==> config.mk <==
export PLATFORM = sky130hd
export DESIGN_NAME = irq_status_reg
export DESIGN_NICKNAME = d
export VERILOG_FILES = /design/src/rtl/isr_pkg.sv /design/src/rtl/isr_ctrl.sv /design/src/rtl/isr_sync.sv /design/src/rtl/isr_datapath.sv /design/src/rtl/irq_status_reg.sv
export SDC_FILE = /design/constraint.sdc
export NUM_CORES = 1
export LEC_CHECK = 0
export BUFFER_PORTS_ARGS = -buffer_cell sky130_fd_sc_hd__buf_2
export CORE_MARGIN = 4
export CORE_UTILIZATION = 25
export DETAILED_ROUTE_END_ITERATION = 8
export PLACE_DENSITY = 0.74
export RECOVER_POWER = 100
export SYNTH_ARGS = -nofsm -noshare
export SYNTH_HDL_FRONTEND = slang
export SYNTH_SLANG_ARGS = --single-unit
==> constraint.sdc <==
create_clock -name clk -period 1.3 [get_ports clk]
set_input_delay 0.195 -clock clk [delete_from_list [all_inputs] [get_ports clk]]
set_output_delay 0.195 -clock clk [all_outputs]
set_load 0.03 [all_outputs]
==> src/rtl/isr_pkg.sv <==
package isr_pkg;

  localparam int STATUS_W = 32;

  localparam int BIT_RQ_UNCORR = 15;
  localparam int BIT_RQ_CORR   = 14;
  localparam int BIT_FATAL     = 13;
  localparam int BIT_RB_UNCORR = 12;
  localparam int BIT_RB_CORR   = 11;
  localparam int BIT_TOKEN     = 9;

  localparam logic [STATUS_W-1:0] DEFINED_MASK = STATUS_W'(
      (1 << BIT_RQ_UNCORR) | (1 << BIT_RQ_CORR) | (1 << BIT_FATAL) |
      (1 << BIT_RB_UNCORR) | (1 << BIT_RB_CORR) | (1 << BIT_TOKEN));

  localparam logic [STATUS_W-1:0] ECC_MASK = STATUS_W'(
      (1 << BIT_RQ_UNCORR) | (1 << BIT_RQ_CORR) |
      (1 << BIT_RB_UNCORR) | (1 << BIT_RB_CORR));

  typedef struct packed {
    logic                wrHit;
    logic                rdHit;
    logic [STATUS_W-1:0] clrMask;
  } isrStrobes_t;

endpackage

==> src/rtl/isr_ctrl.sv <==
module isr_ctrl
  import isr_pkg::*;
#(
  parameter int          ADDR_W      = 8,
  parameter int unsigned STATUS_ADDR = 32'h20
) (
  input  logic                regWrEn,
  input  logic                regRdEn,
  input  logic [ADDR_W-1:0]   regAddr,
  input  logic [STATUS_W-1:0] regWrData,
  output isrStrobes_t         strobes
);

  localparam logic [ADDR_W-1:0] HIT_ADDR = ADDR_W'(STATUS_ADDR);

  logic addrHit;

  always_comb begin
    addrHit         = (regAddr == HIT_ADDR);
    strobes.wrHit   = regWrEn && addrHit;
    strobes.rdHit   = regRdEn && addrHit;
    strobes.clrMask = strobes.wrHit ? (regWrData & DEFINED_MASK) : '0;
  end

endmodule

==> src/rtl/isr_sync.sv <==
module isr_sync #(
  parameter int   STAGES    = 2,
  parameter logic RESET_VAL = 1'b1
) (
  input  logic clk,
  input  logic rstN,
  input  logic asyncIn,
  output logic syncOut
);

  logic [STAGES-1:0] chainQ;

  generate
    for (genvar s = 0; s < STAGES; s++) begin : g_stage
      always_ff @(posedge clk or negedge rstN) begin
        if (!rstN) begin
          chainQ[s] <= RESET_VAL;
        end else if (s == 0) begin
          chainQ[s] <= asyncIn;
        end else begin
          chainQ[s] <= chainQ[(s == 0) ? 0 : s-1];
        end
      end
    end
  endgenerate

  assign syncOut = chainQ[STAGES-1];

endmodule

==> src/rtl/isr_datapath.sv <==
module isr_datapath
  import isr_pkg::*;
#(
  parameter bit ECC_EN      = 1'b1,
  parameter int SYNC_STAGES = 2
) (
  input  logic                clk,
  input  logic                rstN,
  input  isrStrobes_t         strobes,
  input  logic                evRqUncorr,
  input  logic                evRqCorr,
  input  logic                evRbUncorr,
  input  logic                evRbCorr,
  input  logic                evTokenEmpty,
  input  logic                evFirstTokenRet,
  input  logic                fatalPinN,
  output logic [STATUS_W-1:0] statusQ,
  output logic [STATUS_W-1:0] rdDataQ
);

  logic                fatalSyncN;
  logic                tokenArmedQ;
  logic [STATUS_W-1:0] setVec;

  isr_sync #(
    .STAGES   (SYNC_STAGES),
    .RESET_VAL(1'b1)
  ) u_fatalSync (
    .clk    (clk),
    .rstN   (rstN),
    .asyncIn(fatalPinN),
    .syncOut(fatalSyncN)
  );

  // Token reporting stays frozen until the first token return is registered.
  always_ff @(posedge clk or negedge rstN) begin
    if (!rstN) tokenArmedQ <= 1'b0;
    else       tokenArmedQ <= tokenArmedQ | evFirstTokenRet;
  end

  always_comb begin
    setVec                = '0;
    setVec[BIT_RQ_UNCORR] = ECC_EN && evRqUncorr;
    setVec[BIT_RQ_CORR]   = ECC_EN && evRqCorr;
    setVec[BIT_RB_UNCORR] = ECC_EN && evRbUncorr;
    setVec[BIT_RB_CORR]   = ECC_EN && evRbCorr;
    setVec[BIT_FATAL]     = !fatalSyncN;
    setVec[BIT_TOKEN]     = tokenArmedQ && evTokenEmpty;
  end

  generate
    for (genvar i = 0; i < STATUS_W; i++) begin : g_bit
      if (DEFINED_MASK[i]) begin : g_live
        // A set in the same cycle as a clear wins.
        always_ff @(posedge clk or negedge rstN) begin
          if (!rstN) statusQ[i] <= 1'b0;
          else       statusQ[i] <= setVec[i] | (statusQ[i] & ~strobes.clrMask[i]);
        end
      end else begin : g_rsvd
        assign statusQ[i] = 1'b0;
      end
    end
  endgenerate

  always_ff @(posedge clk or negedge rstN) begin
    if (!rstN)              rdDataQ <= '0;
    else if (strobes.rdHit) rdDataQ <= statusQ;
    else                    rdDataQ <= '0;
  end

  // every bit set by hardware is present after the edge, whatever the clear mask.
  p_set_wins_r7: assert property (@(posedge clk) disable iff (!rstN)
    1'b1 |=> ((statusQ & $past(setVec)) == $past(setVec)));

  // a cleared bit with no set in that cycle is 0 afterwards.
  p_clear_r6: assert property (@(posedge clk) disable iff (!rstN)
    1'b1 |=> ((statusQ & $past(strobes.clrMask & ~setVec)) == '0));

  // the token bit cannot be set before arming.
  p_token_frozen_r5: assert property (@(posedge clk) disable iff (!rstN)
    !tokenArmedQ |-> !statusQ[BIT_TOKEN]);

  // read data mirrors the status word of the read cycle.
  p_read_r11: assert property (@(posedge clk) disable iff (!rstN)
    $past(strobes.rdHit) |-> (rdDataQ == $past(statusQ)));

  // read data is 0 outside a read response.
  p_rd_idle_r11: assert property (@(posedge clk) disable iff (!rstN)
    !$past(strobes.rdHit) |-> (rdDataQ == '0));

  generate
    if (!ECC_EN) begin : g_eccOff
      // ECC bits stay clear when ECC reporting is not built in.
      p_ecc_off_r10: assert property (@(posedge clk) disable iff (!rstN)
        (statusQ & ECC_MASK) == '0);
    end
  endgenerate

endmodule

==> src/rtl/irq_status_reg.sv <==
module irq_status_reg
  import isr_pkg::*;
#(
  parameter int          ADDR_W      = 8,
  parameter int unsigned STATUS_ADDR = 32'h20,
  parameter bit          ECC_EN      = 1'b1,
  parameter int          SYNC_STAGES = 2
) (
  input  logic              clk,
  input  logic              rstN,
  input  logic              regWrEn,
  input  logic              regRdEn,
  input  logic [ADDR_W-1:0] regAddr,
  input  logic [31:0]       regWrData,
  output logic [31:0]       regRdData,
  input  logic              evRqUncorr,
  input  logic              evRqCorr,
  input  logic              evRbUncorr,
  input  logic              evRbCorr,
  input  logic              evTokenEmpty,
  input  logic              evFirstTokenRet,
  input  logic              fatalPinN,
  input  logic              irqEnable,
  output logic              irqOut
);

  isrStrobes_t         strobes;
  logic [STATUS_W-1:0] statusQ;

  isr_ctrl #(
    .ADDR_W     (ADDR_W),
    .STATUS_ADDR(STATUS_ADDR)
  ) u_ctrl (
    .regWrEn  (regWrEn),
    .regRdEn  (regRdEn),
    .regAddr  (regAddr),
    .regWrData(regWrData),
    .strobes  (strobes)
  );

  isr_datapath #(
    .ECC_EN     (ECC_EN),
    .SYNC_STAGES(SYNC_STAGES)
  ) u_dp (
    .clk            (clk),
    .rstN           (rstN),
    .strobes        (strobes),
    .evRqUncorr     (evRqUncorr),
    .evRqCorr       (evRqCorr),
    .evRbUncorr     (evRbUncorr),
    .evRbCorr       (evRbCorr),
    .evTokenEmpty   (evTokenEmpty),
    .evFirstTokenRet(evFirstTokenRet),
    .fatalPinN      (fatalPinN),
    .statusQ        (statusQ),
    .rdDataQ        (regRdData)
  );

  assign irqOut = irqEnable && (statusQ != '0);

  // an interrupt is only raised from a set status bit.
  p_irq_src_r9: assert property (@(posedge clk) disable iff (!rstN)
    irqOut |-> (statusQ != '0));

  // reserved positions never show up on the read bus.
  p_rsvd_read_r8: assert property (@(posedge clk) disable iff (!rstN)
    (regRdData & ~DEFINED_MASK) == '0);

endmodule

==> impl_results.md, run 1 <==
- Status: finished, violations left
- Failing checks: negative setup slack
- Area after DPL: approximately 960 µm²
- Starting DRT DRC Count: a little under 70
- Leakage: 0.492 nW
- Peak supply drop: 0.000224 V
- Fraction of layout cells with a size suffix above 1: between 30% and 40%
- Crit path kind: flop to output pin
- Hold Path Depth: 2
- ANT cells: 0
- Longest Clk Path Bufs: 2
- H-tree depth: 1
- Clock slew at reported path FFs: 80 ps
- Io pins: 85
- Final hold violation count: 0
- Routed WL per cell: approximately 11 µm
- CP required: between 1000 and 1500 ps
- Initial Util: between 20% and 30%
- Main synth FF type: dfrtp_1
- Maxcap violations: 0
- Max-slew violations: 0
- Sequential element share of the synthesized area: a little under half
- Max Freq: around 0.56 GHz
- Top cell type's share of synthesized area: 40.2%
- Synth Instances: between 70 and 80
- Max FO, Critical Path: 2
- Max_slew headroom: 45.5%
- Reg2Reg Depth: 2
- First-pass GRT wire length: between 2000 and 2500 µm
- Register Area: 378 µm²
- Worst-case clock skew: approximately 0.38 ps
- Final setup fails: 1
- Met2 wire length: slightly below 800 µm
- Final min period: 1770 ps
- Crit path largest cell delay: approximately 520 ps
- RePlAce Congestion: 0.752
- Fillers: between 300 and 400
- Largest net degree at the start of global routing: 16
- Cell area after synthesis: a little over 800 µm²
- Yosys reg bits: 15
- R2R Path Start: u_dp.u_fatalSync.syncOut
- Unique masters post-synth: 22
- Clk_lat worst skew: approximately 270 ps
- Met3 wire length: between 200 and 300 µm
- Power Density: around 900 nW/µm²
- Vias per cell: about 3.8
- Asr flop ratio synth: 100%
- Post-synth EDFFs: 0
- Detailed Route WL: 1680 µm
- Chip width: 64.9 µm
- Overall global routing resource usage: 7.06%
- Hold worst-path end: u_dp.tokenArmedQ
- Setup ws final: -471 ps
- R2R Setup Slk: around 370 ps
- CTS Buf Count: 3
- Synth top area cells: dfrtp_1, buf_4, dfstp_2
- Area of the multi-input gates: approximately 310 µm²
- Synth warn: 0
- Max Used Layer: met4
- Worst setup SP type: flop
- CORE AREA: approximately 3000 µm²
- Pre-antenna DRT Iters: 4
- Worst Max-Slew Pin Slew: 818 ps
- Slowest CP cell: or4_1
- CP Capture Type: output pin
- Fin nets: ~170
- Syn-to-layout area delta: 22.6%
- Die footprint: roughly 4200 µm²
- Crit path arrival time: between 1500 and 2000 ps
- Tcrit/Tclk final: 136%
- HPWL after DPL: 1300 µm
- Number of setup buffers added after CTS: 0
- DR vias: ~600
- Unrepaired setup endpoints after global routing: true
- Post-DRT Antenna Nets: 0
- Min-delay src: evFirstTokenRet
- # clock sinks: 15
- Initial antenna violation count: 0
- Site Rows: 20
- CTS tree: yes
- Hold slack: around 110 ps
- Vias in the first global route: 528
- CP cell instances: or4_1, o31a_1, buf_6
- M1 WL: slightly above 600 µm
- Buffers added on ports: 32
- Root Driver: clkbuf_4
- Worst R2R End: u_dp.statusQ[13]
- Util after Layout: 32.2%
- Design Area, Final: between 900 and 1000 µm²
- Setup TNS: -471 ps
- DIE HEIGHT: 64.9 µm
- Post-synth top area cell: dfrtp_1
- Grt ovf: 0
- Worst hold path type: input pin to flop
- Syn_area_per_cell: 10.9 µm²
- Top post-synthesis cells by count: buf_4, dfrtp_1, and4_1
- DRC Markers: 0
- Top-count cell post-synth: buf_4
area by class of cell:
type	instances	share of cell area, %
clock buffer	4	2.65
tap	44	5.56
timing repair buffer	40	22.1
multi-input combinational	55	31.2
inverter	1	0.379
sequential	15	38.1
layout by cell type, fill, tap and decap left out, drive strengths merged:
cell type / n
a21oi: 1
a31oi: 4
a32oi: 1
a41oi: 1
and2: 1
and3: 1
and3b: 4
and4: 6
buf: 30
clkbuf: 12
conb: 26
dfrtp: 13
dfstp: 2
dlygate4sd3: 2
inv: 1
nand2: 1
nor2: 4
nor4: 1
nor4b: 1
o31a: 1
or2: 1
or4: 1
sequential cells by signal, summed over array words and instances, names as in the netlist:
| signal | cells |
|---|---|
| u_dp.rdDataQ | 6 |
| u_dp.statusQ | 6 |
| u_dp.tokenArmedQ | 1 |
| u_dp.u_fatalSync.chainQ | 1 |
| u_dp.u_fatalSync.syncOut | 1 |
power by group:
part | switching (mW) | internal, mW | total (mW)
sequential | 0.00154 | 0.472 | 0.474
clock | 0.131 | 0.119 | 0.250
combinational | 0.139 | 0.0429 | 0.182
metal layers:
layer,track usage (%),vias to the layer above
met5,0,-
met2,11.7,49
met1,7.69,268
met3,2.60,2
met4,3.96,0
li1,-,290
critical path, delay by kind of cell, from the launching register on:
family | cells | cell delay (ps)
compound gates | 1 | 260
buf+inv | 1 | 140
flops | 1 | 380
simple gates | 1 | 520
repair_timing:
| action | in CTS | in global routing |
|---|---|---|
| resized for setup | 2 | 0 |
| hold endpoints to repair | 14 | 0 |
| hold buffers | 2 | 0 |
| endpoints found under the setup margin | 1 | 1 |
how the worst max path moves through the flow:
stage	startpoint	to	slack, ps	depth (start not counted)
finish	u_dp.statusQ[13]	irqOut	-470	3
global route	u_dp.statusQ[13]	irqOut	-520	3
CTS	u_dp.statusQ[13]	irqOut	-490	3
detailed placement	u_dp.statusQ[13]	irqOut	-180	3
global placement	u_dp.statusQ[12]	irqOut	-160	3
floorplan	u_dp.statusQ[13]	irqOut	-110	2
metrics by stage:
stage,power (mW),setup WS [ps],instances
after floorplan,0.661,-113,99
after global placement,0.657,-165,153
after detailed placement,0.659,-180,153
after CTS,0.928,-487,159
after global routing,0.961,-520,159
final,0.906,-471,159
cells by family (layout without fill, tap and decap cells):
logic type,after synthesis,after routing,share of synthesized area [%]
buffers and inverters,29,45,25.9
AND/OR/NAND/NOR,21,21,20.0
flip-flops,15,15,46.7
AO/OA/AOI/OAI,8,8,6.97
other,1,26,0.464
Note: power is estimated with default switching activity, not from simulation.
==> inputs of run 2 (changes only) <==
--- a/config.mk
+++ b/config.mk
@@ -5,11 +5,11 @@
 export SDC_FILE = /design/constraint.sdc
 export NUM_CORES = 1
 export LEC_CHECK = 0
-export BUFFER_PORTS_ARGS = -buffer_cell sky130_fd_sc_hd__buf_2
 export CORE_MARGIN = 4
 export CORE_UTILIZATION = 25
 export DETAILED_ROUTE_END_ITERATION = 8
-export PLACE_DENSITY = 0.74
+export DONT_BUFFER_PORTS = 1
+export PLACE_DENSITY = 0.51
 export RECOVER_POWER = 100
 export SYNTH_ARGS = -nofsm -noshare
 export SYNTH_HDL_FRONTEND = slang
==> run 2 against run 1 <==
Effect of this change:
- the run still ends with negative setup slack left
- flip-flop and latch count is the same
- clock power grew 4%
- combinational power shrank 24%
- sequential power is essentially flat
- total power shrank 3.6%
- die area is the same
- count of clock-buffer cells in the layout shrank 1
- setup slack gained 27 ps
- critical path type unchanged
==> impl_results.md, run 2 (synthesis results as in run 1) <==
- Final hold violation count: 0 (unchanged)
- M1 WL: 506 µm (-19%)
- CORE AREA: 3080 µm² (unchanged)
- Slowest CP cell: or4_1
- Max Freq: 0.573 GHz (+1.5%)
- Initial Util: 26.3% (unchanged)
- CP cell instances: or4_1, o31a_1
- Final min period: 1740 ps (-26.9 ps)
- Crit path largest cell delay: 520 ps (about the same)
- Unrepaired setup endpoints after global routing: true
- Grt ovf: 0 (unchanged)
- Detailed Route WL: 1450 µm (-13%)
- Site Rows: 20 (unchanged)
- Clock slew at reported path FFs: 90 ps (about the same)
- Fin nets: 137 (-18%)
- Dpl ws: -144 ps (+36.4 ps)
- Crit path kind: flop to output pin
- # clock sinks: 15 (unchanged)
- Commonest non-fill, non-tap cells in the layout: conb_1, dfrtp_1, and4_1
- CP required: 1110 ps (about the same)
- Syn-to-layout area delta: 5.26%
- Power Density: 1030 nW/µm² (+12%)
- DIE HEIGHT: 64.9 µm (unchanged)
- P_sw: 0.269 mW (-1.0%)
- Longest Clk Path Bufs: 2 (unchanged)
- HPWL after DPL: 1220 µm (-6.2%)
- Worst hold path type: input pin to flop
- Max_slew headroom: 56.6% (+11 points)
- Root Driver: clkbuf_4
- Routed WL per cell: 11.3 µm (+7.5%)
- Tcrit/Tclk final: 134% (-2.1 points)
- Io pins: 85 (unchanged)
- Setup ws final: -445 ps (+26.9 ps)
- Leakage: 0.393 nW (-20%)
- ANT cells: 0 (unchanged)
- Buffers added on ports: 0 (-100%)
- Pre-antenna DRT Iters: 2 (-2)
- Chip width: 64.9 µm (unchanged)
- CTS tree: yes
- Starting DRT DRC Count: 10 (-86%)
- Sw frac: 30.8% (+0.80 points)
- Maxcap violations: 0 (unchanged)
- Crit path arrival time: 1550 ps (-30 ps)
- Fraction of layout cells with a size suffix above 1: 17.9% (-15 points)
- Largest net degree at the start of global routing: 16 (unchanged)
- H-tree depth: 1 (unchanged)
- Die footprint: 4210 µm² (unchanged)
- Vias in the first global route: 432 (-18%)
- Peak supply drop: 0.000327 V (+46%)
- Overall global routing resource usage: 6.51% (-0.55 points)
- First-pass GRT wire length: 2070 µm (-9.3%)
- Max Used Layer: met3
- Max-slew violations: 0 (unchanged)
- Worst Max-Slew Pin Slew: 649 ps (-169 ps)
- Post-DRT Antenna Nets: 0 (unchanged)
- Initial antenna violation count: 0 (unchanged)
- Met2 wire length: 721 µm (-8.5%)
- Commonest non-fill, non-tap cell in the layout: conb_1
- Failing checks: negative setup slack
- RePlAce Congestion: 0.654 (-13%)
- Reg power frac: 54.3% (+2.0 points)
- Fillers: 327 (+3.5%)
- Power share of the clock group: 29.9% (+2.3 points)
- Comb pwr share: 15.8% (-4.3 points)
- Max FO, Critical Path: 2 (unchanged)
- Post_cts resized: 0 (-2)
- Vias per cell: 3.74 (-2.3%)
- Status: finished, violations left
- Met3 wire length: 220 µm (-12%)
- Final Power: 0.873 mW (-3.6%)
- DRC Markers: 0 (unchanged)
- Util after Layout: 27.6% (-4.6 points)
- Clk_lat worst skew: 280 ps (about the same)
- Worst setup SP type: flop
- CP Capture Type: output pin
- Final setup fails: 1 (unchanged)
- CTS Buf Count: 3 (unchanged)
- Largest regs: u_dp.rdDataQ (6), u_dp.statusQ (6)
- Int Power: 0.604 mW (-4.7%)
- Worst-case clock skew: 6.70 ps (+6.32 ps)
- DR vias: 479 (-21%)
## run 2: cell count changes in the layout (fill, tap and decap cells not counted)
cell | before | now
buf_2 | 24 | 0
clkbuf_1 | 9 | 1
buf_4 | 5 | 4
buf_6 | 1 | 0
clkbuf_4 | 3 | 4
clkinv_2 | 0 | 1
dlygate4sd3_1 | 2 | 3
nor4b_1 | 1 | 0
nor4b_2 | 0 | 1
## run 2: final timing paths
path / startpoint / to / slack [ps] / cells past startpoint
max in group asynchronous: rstN / u_dp.statusQ[12] / 510 / 1
worst min-delay path: evRqUncorr / u_dp.statusQ[15] / 50 / 2
min in group asynchronous: rstN / u_dp.rdDataQ[9] / 370 / 1
worst max-delay path: u_dp.statusQ[13] / irqOut / -440 / 2
worst min register to register: u_dp.u_fatalSync.chainQ[0] / u_dp.u_fatalSync.syncOut / 360 / 0
worst max register to register: u_dp.u_fatalSync.syncOut / u_dp.statusQ[13] / 420 / 2
## run 2: final cells by class
cell class              count  area [µm²]  area share, %
flip-flops and latches     15         378           44.4
multi-input cells          55         315           37.1
repair buffers              9        71.3           8.38
well taps                  44        55.1           6.47
clock buffers               3        22.5           2.65
clock inverters             1        5.00          0.588
inverters                   1        3.75          0.441
## run 2: worst max-delay path, delay by kind of cell, from the launching register on
family | cells | cell delay, ps
AO/OA/AOI/OAI | 1 | 380
flip-flops | 1 | 380
AND/OR/NAND/NOR | 1 | 520
## run 2: stage by stage
| stage | hold slack [ps] | instances | TNS, ps | cell area, µm² |
|---|---|---|---|---|
| 5_1_grt | 27.1 | 128 | -516 | 851 |
| 4_1_cts | 5.47 | 127 | -470 | 845 |
| 6_report | 52.0 | 128 | -445 | 851 |
| 3_5_place_dp | -100 | 121 | -144 | 797 |
| 3_3_place_gp | -100 | 121 | -146 | 797 |
| 2_1_floorplan | -101 | 99 | -113 | 902 |
## run 2: per-layer routing
metal | global-route usage, % | vias to the layer above
met5 | 0 | -
met4 | 1.58 | 0
met3 | 4.16 | 0
met2 | 11.4 | 37
met1 | 6.40 | 212
li1 | - | 230
## run 2: repair_timing
item | in CTS | in global routing
hold buffers | 2 | 1
endpoints found under the setup margin | 1 | 1
endpoints found under the hold margin | 16 | 1
setup buffers | 0 | 0
## run 2: power by group through the flow
stage	clock (mW)	sequential (mW)	combinational (mW)
finish	0.261	0.474	0.138
global route	0.304	0.475	0.147
CTS	0.280	0.474	0.135
detailed placement	0	0.484	0.121
global placement	0	0.483	0.121
floorplan	0	0.483	0.177
==> inputs of run 3 (changes only) <==
==> constraint.sdc (replaced) <==
create_clock -name clk -period 1.5 [get_ports clk]
set_input_delay 0.225 -clock clk [delete_from_list [all_inputs] [get_ports clk]]
set_output_delay 0.225 -clock clk [all_outputs]
set_load 0.03 [all_outputs]
==> run 3 against run 2 <==
Effect of this change:
- the flow still finishes with violations (negative setup slack)
- clock skew fell by 2.0 ps
- cell count fell by 1.6%
- clock power fell by 17%
- non-clock buffer count fell by 2
- hold slack improved by 1.7 ps
- register-to-register slack improved by 170 ps
- sequential share of layout area rose by 1.3 points
- routed wire length rose by 0.69%
- setup slack improved by 170 ps
- critical path depth did not move
- critical endpoint unchanged
==> impl_results.md, run 3 (synthesis results as in run 1) <==
- Slowest CP cell: or4_1
- Die footprint: 4210 µm² (unchanged)
- CP cell instances: or4_1, o31a_1
- Worst R2R End: u_dp.statusQ[13]
- R2R Setup Slk: 590 ps (+170 ps)
- Crit path arrival time: 1550 ps (about the same)
- Clk_lat worst skew: 270 ps (about the same)
- Power Density: 900 nW/µm² (-12%)
- CTS Buf Count: 3 (unchanged)
- Io pins: 85 (unchanged)
- DR vias: 474 (-1.0%)
- Pre-antenna DRT Iters: 5 (+3)
- Tcrit/Tclk final: 118%
- DRC Markers: 0 (unchanged)
- Largest regs: u_dp.rdDataQ (6), u_dp.statusQ (6)
- Chip width: 64.9 µm (unchanged)
- CP Capture Type: output pin
- Status: finished, violations left
- Final min period: 1780 ps
- Final setup fails: 1 (unchanged)
- Busiest grt layer: met2
- Post-DRT Antenna Nets: 0 (unchanged)
- Longest Clk Path Bufs: 2 (unchanged)
- Max Freq: about 0.56 GHz
- R2R Path Start: u_dp.u_fatalSync.syncOut
- Site Rows: 20 (unchanged)
- RePlAce Congestion: 0.661 (+1.1%)
- Hold Path Depth: 1 (-1)
- Overall global routing resource usage: 6.72% (+0.21 points)
- Fraction of layout cells with a size suffix above 1: 14.6% (-3.2 points)
- Vias per cell: 3.76 (+0.53%)
- Initial antenna violation count: 0 (unchanged)
- Routed WL per cell: 11.6 µm (+2.3%)
- Design Area, Final: 826 µm² (-2.9%)
- Peak supply drop: 0.000274 V (-16%)
- Grt met2 use: 11.1% (-0.26 points)
- Grt ovf: 0 (unchanged)
- Clock slew at reported path FFs: 80 ps (about the same)
- Leakage: 0.379 nW (-3.5%)
- Buffers added on ports: 0 (unchanged)
- Fin nets: 135 (-1.5%)
- Detailed Route WL: 1460 µm (+0.69%)
- Vias in the first global route: 458 (+6.0%)
- Post_cts resized: 0 (unchanged)
- First-pass GRT wire length: 2160 µm (+4.3%)
- ANT cells: 0 (unchanged)
- Root Driver: clkbuf_4
- Final Power: 0.743 mW (-15%)
- Worst Max-Slew Pin Slew: 647 ps (-1.96 ps)
- Starting DRT DRC Count: 12 (+2)
- Maxcap violations: 0 (unchanged)
- Number of setup buffers added after CTS: 0 (unchanged)
- Unrepaired setup endpoints after global routing: true
- Worst setup SP type: flop
- Worst-case clock skew: 4.66 ps (-2.04 ps)
- Initial Util: 26.3% (unchanged)
- # clock sinks: 15 (unchanged)
- Met1 usage: 6.81% (+0.41 points)
- Max-slew violations: 0 (unchanged)
- Syn-to-layout area delta: 2.17%
- DIE HEIGHT: 64.9 µm (unchanged)
- Commonest non-fill, non-tap cells in the layout: conb_1, dfrtp_1, and4_1
- Met3 GRT Util: 4.85% (+0.69 points)
- Commonest non-fill, non-tap cell in the layout: conb_1
- Hold worst-path end: u_dp.tokenArmedQ
- Final hold violation count: 0 (unchanged)
- CTS tree: yes
- Crit path kind: flop to output pin
- Min-delay src: evFirstTokenRet
- Reg2Reg Depth: 2 (unchanged)
- Largest net degree at the start of global routing: 16 (unchanged)
- Max_slew headroom: 56.7% (+0.13 points)
- Failing checks: negative setup slack
- Setup ws final: -277 ps (+168 ps)
- Max FO, Critical Path: 2 (unchanged)
- CORE AREA: 3080 µm² (unchanged)
- H-tree depth: 1 (unchanged)
- CP required: 1270 ps (+160 ps)
- HPWL after DPL: 1220 µm (about the same)
- Crit path largest cell delay: 520 ps (about the same)
- Worst hold path type: input pin to flop
- Area after DPL: 790 µm² (-0.94%)
-- run 3: cell count changes in the layout (fill, tap and decap cells not counted) --
cell	delta
clkbuf_1	+1
dlygate4sd3_1	-1
nor4b_1	+1
clkinv_2	-1
nor4b_2	-1
clkbuf_4	-1
-- run 3: worst max path at each step --
stage,start,endpoint,slack (ps),cells after the start
after CTS,u_dp.statusQ[13],irqOut,-290,2
after global placement,u_dp.statusQ[13],irqOut,30,2
after detailed placement,u_dp.statusQ[13],irqOut,30,2
after floorplan,u_dp.statusQ[13],irqOut,60,2
final,u_dp.statusQ[13],irqOut,-280,2
after global routing,u_dp.statusQ[13],irqOut,-340,2
-- run 3: critical path, delay by kind of cell (launching register included) --
kind | cells | cell delay, ps
and+or+nand+nor | 1 | 520
DFF | 1 | 380
AOI/OAI and AO/OA | 1 | 370
-- run 3: area by class of cell --
cell class	count	area (µm²)
Tap cell	44	55.1
Multi-Input combinational cell	55	309
Fill cell	335	2250
Sequential cell	15	378
Inverter	1	3.75
Timing Repair Buffer	7	53.8
Clock buffer	4	26.3
-- run 3: layer usage --
layer,up-vias,routed length [µm]
li1,227,-
met1,212,501
met2,35,713
met3,0,243
met4,0,0
met5,-,0
-- run 3: where the power goes --
part	switching, mW	total [mW]	leakage, nW	internal [mW]
Combinational	0.104	0.117	0.198	0.0127
Sequential	0.00172	0.411	0.166	0.409
Clock	0.113	0.216	0.0150	0.103
Total	0.218	0.743	0.379	0.525
-- run 3: per-stage QoR --
step	hold slack [ps]	setup slack, ps	std cells	TNS, ps	util [%]
after CTS	40.4	-292	126	-292	27.2
after global routing	37.1	-336	126	-336	26.8
after floorplan	-70.6	57.4	99	0	-
final	53.7	-277	126	-277	26.8
after detailed placement	-70.2	28.1	120	0	25.7
after global placement	-70.2	27.1	120	0	25.7
-- run 3: timing repair --
action	CTS	global route
endpoints found under the setup margin	1	1
pin swaps	0	0
hold buffers	2	0
endpoints found under the hold margin	16	0
